**config.mk**
```make
export PLATFORM = sky130hd
export DESIGN_NAME = gf2m_serial_mult
export DESIGN_NICKNAME = d
export VERILOG_FILES = /design/src/rtl/gf2m_pkg.sv /design/src/rtl/gf_nand_add.sv /design/src/rtl/gf_mac_step.sv /design/src/rtl/gf_run_ctrl.sv /design/src/rtl/gf2m_serial_mult.sv
export SDC_FILE = /design/constraint.sdc
export NUM_CORES = 1
export LEC_CHECK = 0
export ABC_AREA = 1
export ABC_CLOCK_PERIOD_IN_PS = 1550
export BUFFER_PORTS_ARGS = -buffer_cell sky130_fd_sc_hd__buf_2
export CAP_MARGIN = 20
export CORE_ASPECT_RATIO = 1.75
export CORE_UTILIZATION = 50
export CTS_BUF_LIST = sky130_fd_sc_hd__clkbuf_4 sky130_fd_sc_hd__clkbuf_8 sky130_fd_sc_hd__clkbuf_16
export CTS_CLUSTER_DIAMETER = 30
export DETAILED_ROUTE_END_ITERATION = 6
export GPL_TIMING_DRIVEN = 0
export PLACE_DENSITY = 0.74
export SETUP_SLACK_MARGIN = 0.5
export SLEW_MARGIN = 25
export SYNTH_ARGS = -nofsm -noshare
export SYNTH_HDL_FRONTEND = slang
export SYNTH_SLANG_ARGS = --single-unit
```
**constraint.sdc**
```tcl
create_clock -name clk -period 1.55 [get_ports clk]
set_input_delay 0.155 -clock clk [delete_from_list [all_inputs] [get_ports clk]]
set_output_delay 0.155 -clock clk [all_outputs]
set_load 0.05 [all_outputs]
```
**src/rtl/gf2m_pkg.sv**
```systemverilog
package gf2m_pkg;
  typedef enum logic {ST_IDLE = 1'b0, ST_RUN = 1'b1} run_state_t;
endpackage

```
**src/rtl/gf_nand_add.sv**
```systemverilog
// GF(2) vector sum built from four two-input NAND cells per bit.
module gf_nand_add #(
  parameter int W = 8
) (
  input  logic [W-1:0] x,
  input  logic [W-1:0] y,
  output logic [W-1:0] s
);
  for (genvar i = 0; i < W; i++) begin : g_bit
    logic n_xy, n_xl, n_yl;
    assign n_xy = ~(x[i] & y[i]);
    assign n_xl = ~(x[i] & n_xy);
    assign n_yl = ~(n_xy & y[i]);
    assign s[i] = ~(n_xl & n_yl);
  end
endmodule

```
**src/rtl/gf_mac_step.sv**
```systemverilog
// One iteration: acc*x mod f, then plus bbit*a.
module gf_mac_step #(
  parameter int W = 8
) (
  input  logic [W-1:0] acc,
  input  logic [W-1:0] opa,
  input  logic [W-1:0] fpoly,
  input  logic         bbit,
  output logic [W-1:0] nxt
);
  logic [W-1:0] shifted, fold, partial, reduced;

  assign shifted = {acc[W-2:0], 1'b0};        // multiply by x: wiring only
  assign fold    = fpoly & {W{acc[W-1]}};     // reduction term
  assign partial = opa & {W{bbit}};           // partial product

  gf_nand_add #(.W(W)) u_reduce (.x(shifted), .y(fold),    .s(reduced));
  gf_nand_add #(.W(W)) u_accum  (.x(reduced), .y(partial), .s(nxt));
endmodule

```
**src/rtl/gf_run_ctrl.sv**
```systemverilog
module gf_run_ctrl #(
  parameter int W = 8
) (
  input  logic clk,
  input  logic rst,
  input  logic start,
  output logic load,
  output logic busy,
  output logic done
);
  import gf2m_pkg::*;
  localparam int CW = $clog2(W);

  run_state_t     state_q;
  logic [CW-1:0]  cnt_q;

  assign busy = (state_q == ST_RUN);
  assign load = start && (state_q == ST_IDLE);

  always_ff @(posedge clk) begin
    if (rst) begin
      state_q <= ST_IDLE;
      cnt_q   <= '0;
      done    <= 1'b0;
    end else begin
      done <= 1'b0;
      if (load) begin
        state_q <= ST_RUN;
        cnt_q   <= '0;
      end else if (state_q == ST_RUN) begin
        cnt_q <= cnt_q + 1'b1;
        if (cnt_q == CW'(W - 1)) begin
          state_q <= ST_IDLE;
          done    <= 1'b1;
        end
      end
    end
  end
endmodule

```
**src/rtl/gf2m_serial_mult.sv**
```systemverilog
module gf2m_serial_mult #(
  parameter int M = 163
) (
  input  logic         clk,
  input  logic         rst,
  input  logic         start,
  input  logic [M-1:0] a_in,
  input  logic [M-1:0] f_in,
  input  logic         b_bit,
  output logic [M-1:0] prod,
  output logic         busy,
  output logic         done
);
  logic         load;
  logic [M-1:0] opa_q, fpoly_q, acc_q, acc_nxt;

  gf_run_ctrl #(.W(M)) u_ctrl (
    .clk(clk), .rst(rst), .start(start),
    .load(load), .busy(busy), .done(done)
  );

  gf_mac_step #(.W(M)) u_step (
    .acc(acc_q), .opa(opa_q), .fpoly(fpoly_q), .bbit(b_bit), .nxt(acc_nxt)
  );

  always_ff @(posedge clk) begin
    if (rst) begin
      opa_q   <= '0;
      fpoly_q <= '0;
      acc_q   <= '0;
    end else if (load) begin
      opa_q   <= a_in;
      fpoly_q <= f_in;
      acc_q   <= '0;
    end else if (busy) begin
      acc_q <= acc_nxt;
    end
  end

  assign prod = acc_q;
endmodule

```
# --- After elaboration in Yosys (flattened, before gate mapping) ---
# Index checks and enable logic that the tools add are counted.
# W data, S select, Z words.
word_totals:
  reg_bits: 499
  output_inout_bits: 165
op_classes:
  bitwise: 2603
  addsub: 1
  n_eq_ne: 1
  reduce_logical: 3
  muxes: 4
op_table:
  columns: ["cell", "count"]
  rows:
  - ["$not A1 Y1", 1301]
  - ["$and A1 B1 Y1", 1300]
  - ["$and A163 B163 Y163", 2]
  - ["$add A8 B1 Y8 const B", 1]
  - ["$eq A8 B8 Y1 const B", 1]
  - ["$mux W1", 4]
  - ["$reduce_or A3 Y1", 1]
  - ["$reduce_or A2 Y1", 1]
  - ["$logic_and A1 B1 Y1", 1]

# --- Depth between registers and ports, before layout ---
# Gate-level depths: netlist (run 1).
depth:
  word_depth: 13
  depth_mapped: 10
  ltp_nobuf: 7

# --- By module ---
# From an unflattened synthesis (run 1), not the netlist that was laid out.
unflattened:
  cells_unflattened: 4835
  hier_area_um2: 27040.9
by_module_without_submodules:
  columns: ["mod", "cells_each", "instances", "area_per_inst_um2"]
  rows:
  - ["gf2m_serial_mult", 2448, 1, 17690.7]
  - ["gf_nand_add", 815, 2, 3059.2]
  - ["gf_mac_step", 689, 1, 2761.4]
  - ["gf_run_ctrl", 68, 1, 470.5]

# --- Least setup slack after synthesis (run 1) ---
# OpenSTA, ideal clock, no wires.
synth_timing:
  path_kind: "register to register"
  start: "register acc_q[162] (netlist: prod[162])"
  end: "register acc_q[0] (netlist: prod[0])"
  setup_slack_ns: -0.152
  t_arrival_ns: 1.587
  stages_incl_launch_ff: 8
  path_cell_list: "dfxtp_1 -> buf_2 -> buf_2 -> buf_2 -> nand2_1 -> xor2_1 -> o21ai_0 -> inv_1"
synth_via:
  elab_chain_cells: 7
  word_cells_on_any_way: 9
synth_lines:
  columns: ["item", "line", "text"]
  rows:
  - ["start: declaration", "gf2m_serial_mult.sv:15", "logic [M-1:0] opa_q, fpoly_q, acc_q, acc_nxt;"]
  - ["start signal: assignment", "gf2m_serial_mult.sv:36", "acc_q <= acc_nxt;"]
  - ["$and A163 B163 Y163 (*)", "gf_mac_step.sv:14", "assign fold = fpoly & {W{acc[W-1]}};"]
  - ["$and A1 B1 Y1", "gf_nand_add.sv:11", "assign n_xy = ~(x[i] & y[i]);"]
  - ["$not A1 Y1", "gf_nand_add.sv:11", null]
  - ["$and A1 B1 Y1 (on tied branches)", "gf_nand_add.sv:12, gf_nand_add.sv:13", null]
  - ["$not A1 Y1 (on tied branches)", "gf_nand_add.sv:12, gf_nand_add.sv:13", null]
  - ["$and A1 B1 Y1 (*)", "gf_nand_add.sv:14", "assign s[i] = ~(n_xl & n_yl);"]
  - ["$not A1 Y1 (*)", "gf_nand_add.sv:14", null]
# Mark *: on every way between the ends. The rest lies on a longest branch, timed or not.
# A chain may end at the register's enable or synchronous reset.

# --- Final worst setup path (run 1) ---
layout_timing:
  start: "register acc_q[162] (netlist: prod[162])"
  end: "register acc_q[79] (netlist: prod[79])"
layout_via:
  elab_chain_cells: 13
  word_cells_on_any_way: 17
layout_lines:
  columns: ["item", "line"]
  rows:
  - ["$and A163 B163 Y163 (*)", "gf_mac_step.sv:14"]
  - ["$and A1 B1 Y1", "gf_nand_add.sv:11"]
  - ["$not A1 Y1", "gf_nand_add.sv:11"]
  - ["$and A1 B1 Y1 (on tied branches)", "gf_nand_add.sv:12, gf_nand_add.sv:13"]
  - ["$not A1 Y1 (on tied branches)", "gf_nand_add.sv:12, gf_nand_add.sv:13"]
  - ["$and A1 B1 Y1 (*)", "gf_nand_add.sv:14"]
  - ["$not A1 Y1 (*)", "gf_nand_add.sv:14"]
  - ["$and A1 B1 Y1", "gf_nand_add.sv:11"]
  - ["$not A1 Y1", "gf_nand_add.sv:11"]
  - ["$and A1 B1 Y1 (on tied branches)", "gf_nand_add.sv:12, gf_nand_add.sv:13"]
  - ["$not A1 Y1 (on tied branches)", "gf_nand_add.sv:12, gf_nand_add.sv:13"]
  - ["$and A1 B1 Y1 (*)", "gf_nand_add.sv:14"]
  - ["$not A1 Y1 (*)", "gf_nand_add.sv:14"]
# Marks and branches as above.

==> flow_summary.ini, run 1 <==
[min_path]
hold_path_class = input port to register

[clock_network]
cts-root-buf = clkbuf_16
cts.sinks = 499
htreeDepth = 3
cts_tree = built
cts_made_buffers = 85
clock_path_buffers = 3
clock_latency_ns = 0.65
clkTransAtPathRegs_ns = 0.06

[synthesis]
ys_seq_elements = 499
synth.area.top_cells = dfxtp_1, nand2_1, nand3_1
yosysWarnings = 0
avgSynthCellArea_um2 = 6.251
syn-cell-area_mm2 = 0.02415
synth_top_area_share = 0.4137
synth_nets = 4195
synthDistinctLibCells = 22
synth.yosys.seq_area_share = 0.4137
synth_cells = 3863
synth_area_leader_cell = dfxtp_1

[grt]
grt_use_met1 = 0.3752
grt_pass1_vias = 28290
antenna_found_initial = 6
grt_pass1_wl_um = 146200
globalRouteOverflowTotal = 0
use_met3 = 0.1062
grtUsageTotal = 0.3796
grt_max_degree = 17
grt.busiest_layer = met2
use_met2 = 0.6763

[layout]
nNetsFinal = 5145
layout-area-overhead-vs-synth_pct = 50.97
drive_gt1_frac = 0.1966
layout_common_cells = nand2_1, nand3_1, inv_1
final_common_cell = nand2_1
final_util = 0.7636

[sta]
worst_pin_slew_ns = 0.7326
fmax_mhz = 567.2
setup_viol = 3
layout_min_cycle_time_ns = 1.763
worst_slack_ns = -0.2132
slew_viol_final = 0
relSlewSlack = 0.5116
timing.final.hold_violations = 0
rsz0062_at_grt = true
fin_worst_skew_ns = 0.03931
fin_crit_sh = 1.138

[floorplanning]
initial_core_util = 0.5058
die_h_um = 292.7
core_area_mm2 = 0.04775
fp.dieW_um = 168.1
boundaryPins = 495
rows = 106
die_area_mm2 = 0.04922

[routing]
drt_iter0_markers = 2601
vias = 29830
antenna_left = 0
postRouteWirelength_um = 99980
route.detailed.drc = 2
post_drt_via_cell_ratio = 5.444
dr.pass1.iters = 7
drt-wirelength-per-cell_um = 18.25

[power_and_ir_drop]
p_switching_uw = 13220
p_int_uw = 29220
power.total_uw = 42440
combPwrFrac = 0.193
leakagePower_uw = 0.01938
p_sw_frac = 0.3115
seqPwrFrac = 0.342
pwr-share-clk = 0.465
cellPowerDensity_mw_per_mm2 = 1164
ir_drop_mv = 0.9587

[worst_setup_path]
path_class = register to register
cp_max_fo = 10
critPathCaptureType = register
start_kind = register
cp.arrival_ns = 2.34
required_ns = 2.13

[status]
status = finished, violations left
violations = design-rule violations, negative setup slack

[place]
place_hpwl_um = 59900
routabilityCongestion = 0.9018
portBuffers = 493

[flow_run]
maxCapViolations = 0
## worst max-delay path: stages, from the launching register on
cell and delay (ns):
dfxtp_4 0.38, buf_12 0.15, buf_12 0.16, buf_6 0.17, nand2_1 0.09, nand2_1 0.13, nand3_1 0.28, nand3_1 0.20
nand2_1 0.08, inv_1 0.06
## what timing repair did
item                                    in CTS  in global routing
gates cloned                                 8                 22
pin swaps                                   12                 32
resized for setup                          222                221
endpoints found under the setup margin     664                664
buffers inserted                             6                  7
hold buffers                               327                  0
endpoints found under the hold margin      327                  0
## synth_stat cells
cell,count
nand3_1,816
o21ai_0,2
nor3_1,5
nor2_2,1
buf_6,10
buf_2,120
a21oi_1,167
clkbuf_1,73
a21boi_0,1
xor2_1,1
inv_2,3
nand4_1,1
nand2_1,1640
or2_0,1
buf_4,5
nor2_1,10
ha_1,2
buf_1,9
dfxtp_1,499
a21o_1,1
inv_1,495
o21ai_4,1
## final timing paths
kind / startpoint / end / slack [ns] / cells past startpoint
hold reg to reg: opa_q[151] / opa_q[151] / 0.44 / 2
hold / removal: rst / opa_q[45] / 0.08 / 5
setup / recovery: prod[162] / prod[79] / -0.21 / 9
setup reg to reg: prod[162] / prod[79] / -0.21 / 9
## cell type report
| cell class | instances | area [um^2] |
|---|---|---|
| clock buffers | 100 | 2290 |
| fillers | 3442 | 11290 |
| clock inverters | 56 | 734.5 |
| inverters | 498 | 1886 |
| multi-input cells | 2649 | 11550 |
| plain buffers | 217 | 2322 |
| well taps | 594 | 743.2 |
| repair buffers | 863 | 6904 |
| flip-flops and latches | 499 | 10020 |
| diodes | 3 | 7.507 |
## state kept, by name, summed over array words and instances (netlist names)
name and flops:
u_ctrl.busy 1, opa_q 163, u_ctrl.cnt_q 8, prod 163
fpoly_q 163, u_ctrl.done 1
## per-stage QoR
stage,setup WS [ns],instances,area [um^2],TNS (ns),hold WS (ns)
6_report,-0.2132,5479,36460,-0.5003,0.08028
5_1_grt,-0.6178,5478,36460,-1.750,0.1143
4_1_cts,0.09804,5447,35120,0,0.04670
3_5_place_dp,-0.4131,4950,27780,-68.06,0.3597
3_3_place_gp,-0.6328,4950,27780,-156.17,0.3574
2_1_floorplan,0.2614,3863,24570,0,0.2318
## routing by layer
layer	part of all wire	vias up
met5	0.00023	-
met4	0.081	4
met3	0.095	547
met2	0.49	1674
met1	0.33	13630
li1	-	13970
## power by group through the flow
stage                     logic (uW)  registers, uW  clock network [uW]
after global placement          6120          14700                   0
after global routing            8740          14600               20400
after floorplan                 3160          15700                   0
final                           8180          14500               19700
after CTS                       7350          14500               19700
after detailed placement        6190          14700                   0
## kinds of logic after synthesis
| logic type | count (synthesis) | synth area share |
|---|---|---|
| flip-flops | 499 | 0.4137 |
| AO/OA/AOI/OAI | 172 | 0.03632 |
| XOR/XNOR | 1 | 0.0003627 |
| buffers and inverters | 715 | 0.1212 |
| AND/OR/NAND/NOR | 2474 | 0.4274 |
| adder cells (fa/ha/maj) | 2 | 0.001036 |
No activity file was read; power rests on OpenSTA's default activity.
==> run 2, diff against run 1 <==
- ABC_AREA: 1 -> default
- SYNTH_HIERARCHICAL: default -> 1
==> flow_summary.ini, run 2 <==
[floorplanning]
rows = 103
boundaryPins = 495
die_area_mm2 = 0.04688
core_area_mm2 = 0.04523
fp.dieW_um = 164.1
initial_core_util = 0.5083
die_h_um = 285.7

[synthesis]
syn-cell-area_mm2 = 0.02299
yosysWarnings = 6
synth_common_cells = dfxtp_1, nor2_1, mux2i_1
synth_area_leader_cell = dfxtp_1
avgSynthCellArea_um2 = 9.941
yosys.cell_count.top_type = dfxtp_1
synth_top_family_by_area = multiplexers
synth_nets = 2645
synth_cells = 2313
synth_edf_count = 0
yosys.area_share.simple = 0.1848
synth_xor_area_frac = 0.1257
synth_ff_type = dfxtp_1
synth_top_area_share = 0.4345
async_reset_ff_frac = 0
synth_compound_area_frac = 0.002122
ys_seq_elements = 499
synth-adder-area-share = 0.001088
synthDistinctLibCells = 32
synth.yosys.seq_area_share = 0.4345
synthMuxAreaShare = 0.2129
synth.area.top_cells = dfxtp_1, mux2i_1, xor2_1

[grt]
grt_max_degree = 16
globalRouteOverflowTotal = 0
grt_pass1_vias = 21860
antenna_found_initial = 13
grt_pass1_wl_um = 114600
grtUsageTotal = 0.3143

[sta]
setup_tns_ns = -70.88
fin_worst_skew_ns = 0.03346
worst_pin_slew_ns = 0.8404
setup_viol = 489
fmax_mhz = 445.2
fin_crit_sh = 1.449
hold_ws_ns = 0.09203
layout_min_cycle_time_ns = 2.246
slew_viol_final = 0
rsz0062_at_grt = true
worst_slack_ns = -0.6963
relSlewSlack = 0.4397
timing.final.hold_violations = 0

[worst_setup_path]
path_delay_family = XOR/XNOR gates
cp_max_fo = 6
cp.arrival_ns = 2.78
rr_startpoint = prod[162]
cp_slowest_cell = xor2_1
reg2reg_slack_ns = -0.70
cpMostUsedCell = xor2_1
r2r_end = prod[99]
critical-path-max-stage-delay_ns = 0.56
required_ns = 2.08
critPathCaptureType = register
path_buf_inv = 3
cp_cell_sequence = buf_12, clkbuf_16, buf_8, and2_4, xor2_1, xor2_1, mux2i_1, nor2_2
start_kind = register
path_class = register to register
worstRegToRegCells = 8

[power_and_ir_drop]
power.total_uw = 37810
leakagePower_uw = 0.01819
ir_drop_mv = 1.183
cellPowerDensity_mw_per_mm2 = 1010

[routing]
dr.pass1.iters = 7
vias = 22490
post_drt_via_cell_ratio = 5.620
route.detailed.drc = 2
drt_iter0_markers = 1628
antenna_left = 0
drt-wirelength-per-cell_um = 25.26
postRouteWirelength_um = 101100

[flow_run]
maxCapViolations = 0

[place]
dpl.cell_count = 3383
portBuffers = 493
dpl-instance-area_mm2 = 0.02652
routabilityCongestion = 0.8550
place_hpwl_um = 47290

[clock_network]
cts_tree = built
htreeDepth = 3
clock_path_buffers = 3
clock_latency_ns = 0.60
cts_made_buffers = 79
clkTransAtPathRegs_ns = 0.06
cts-root-buf = clkbuf_16
cts.sinks = 499

[status]
violations = design-rule violations, negative setup slack
status = finished, violations left

[min_path]
min_from = start
holdPathStages = 4
hold_path_class = input port to register
worstHoldEndpoint = u_ctrl/cnt_q[6]

[layout]
final_common_cell = buf_2
drive_gt1_frac = 0.3851
design_area_mm2 = 0.03743
layout_common_cells = buf_2, dfxtp_1, mux2i_1
layout-area-overhead-vs-synth_pct = 62.78
nNetsFinal = 3685
finalNonFillerCells = 4001
==> run 2: changes by cell type after synthesis, moves of 328 or more <==
cell	change
nand2_1	-1637
mux2i_1	+489
nor2_1	+484
nand3_1	-814
xor2_1	+328
inv_1	-492
==> run 2: cell families after synthesis <==
logic type	count (synthesis)
xor+xnor	330
fa+ha+maj	2
mux	489
flops	499
buf+inv	148
simple gates	836
other cells	1
compound gates	8
==> run 2: through the flow <==
step	utilization	setup WS, ns
after floorplan	-	0.01660
after global placement	0.5863	-0.2606
after detailed placement	0.5863	-0.2865
after CTS	0.7508	-0.1511
after global routing	0.8275	-0.8877
final	0.8275	-0.6963
==> run 2: timing repair <==
action	in CTS	in global routing
pin swaps	14	142
buffers inserted	24	50
hold buffers	328	0
gates resized for setup	147	579
gates cloned	24	40
setup endpoints to repair	664	664
endpoints found under the hold margin	328	0
==> run 2: worst max-delay path by stage <==
stage | from | to | slack, ns | cells after the start
after global placement | rst | opa_q[80] | -0.26 | 5
after CTS | u_ctrl/busy | opa_q[83] | -0.15 | 10
after detailed placement | rst | opa_q[85] | -0.29 | 5
after floorplan | prod[162] | prod[101] | 0.02 | 8
after global routing | prod[162] | prod[102] | -0.89 | 8
final | prod[162] | prod[99] | -0.70 | 8
==> run 2: where the power goes <==
group / switching, uW / internal [uW] / total (uW)
sequential: 452 / 13400 / 13800
clock: 7220 / 11100 / 18300
combinational: 2750 / 2970 / 5730
total: 10400 / 27400 / 37800
==> run 2: cell type report <==
class                   instances  area, um^2
diodes                          9       22.52
plain buffers                 145        1798
clock buffers                  94        2127
clock inverters                49       564.3
fillers                      1977        7805
inverters                       3       13.76
multi-input cells            1666       13510
flip-flops and latches        499       10120
well taps                     577       721.9
repair buffers                959        8553
==> run 2: routing by layer <==
| metal | share of wire | global-route usage | vias up |
|---|---|---|---|
| met2 | 0.50 | 0.5994 | 1579 |
| met1 | 0.32 | 0.2961 | 10740 |
| met5 | 0.00062 | 0 | - |
| met4 | 0.096 | 0.2023 | 10 |
| met3 | 0.088 | 0.06467 | 680 |
| li1 | - | - | 9482 |
==> run 2: worst reg2reg max path, delay by kind of cell, from the launching register on <==
kind | cells | cell delay (ns)
XOR/XNOR | 2 | 0.72
buffers and inverters | 3 | 0.51
flip-flops | 1 | 0.40
multiplexers | 1 | 0.26
AND/OR/NAND/NOR | 2 | 0.29
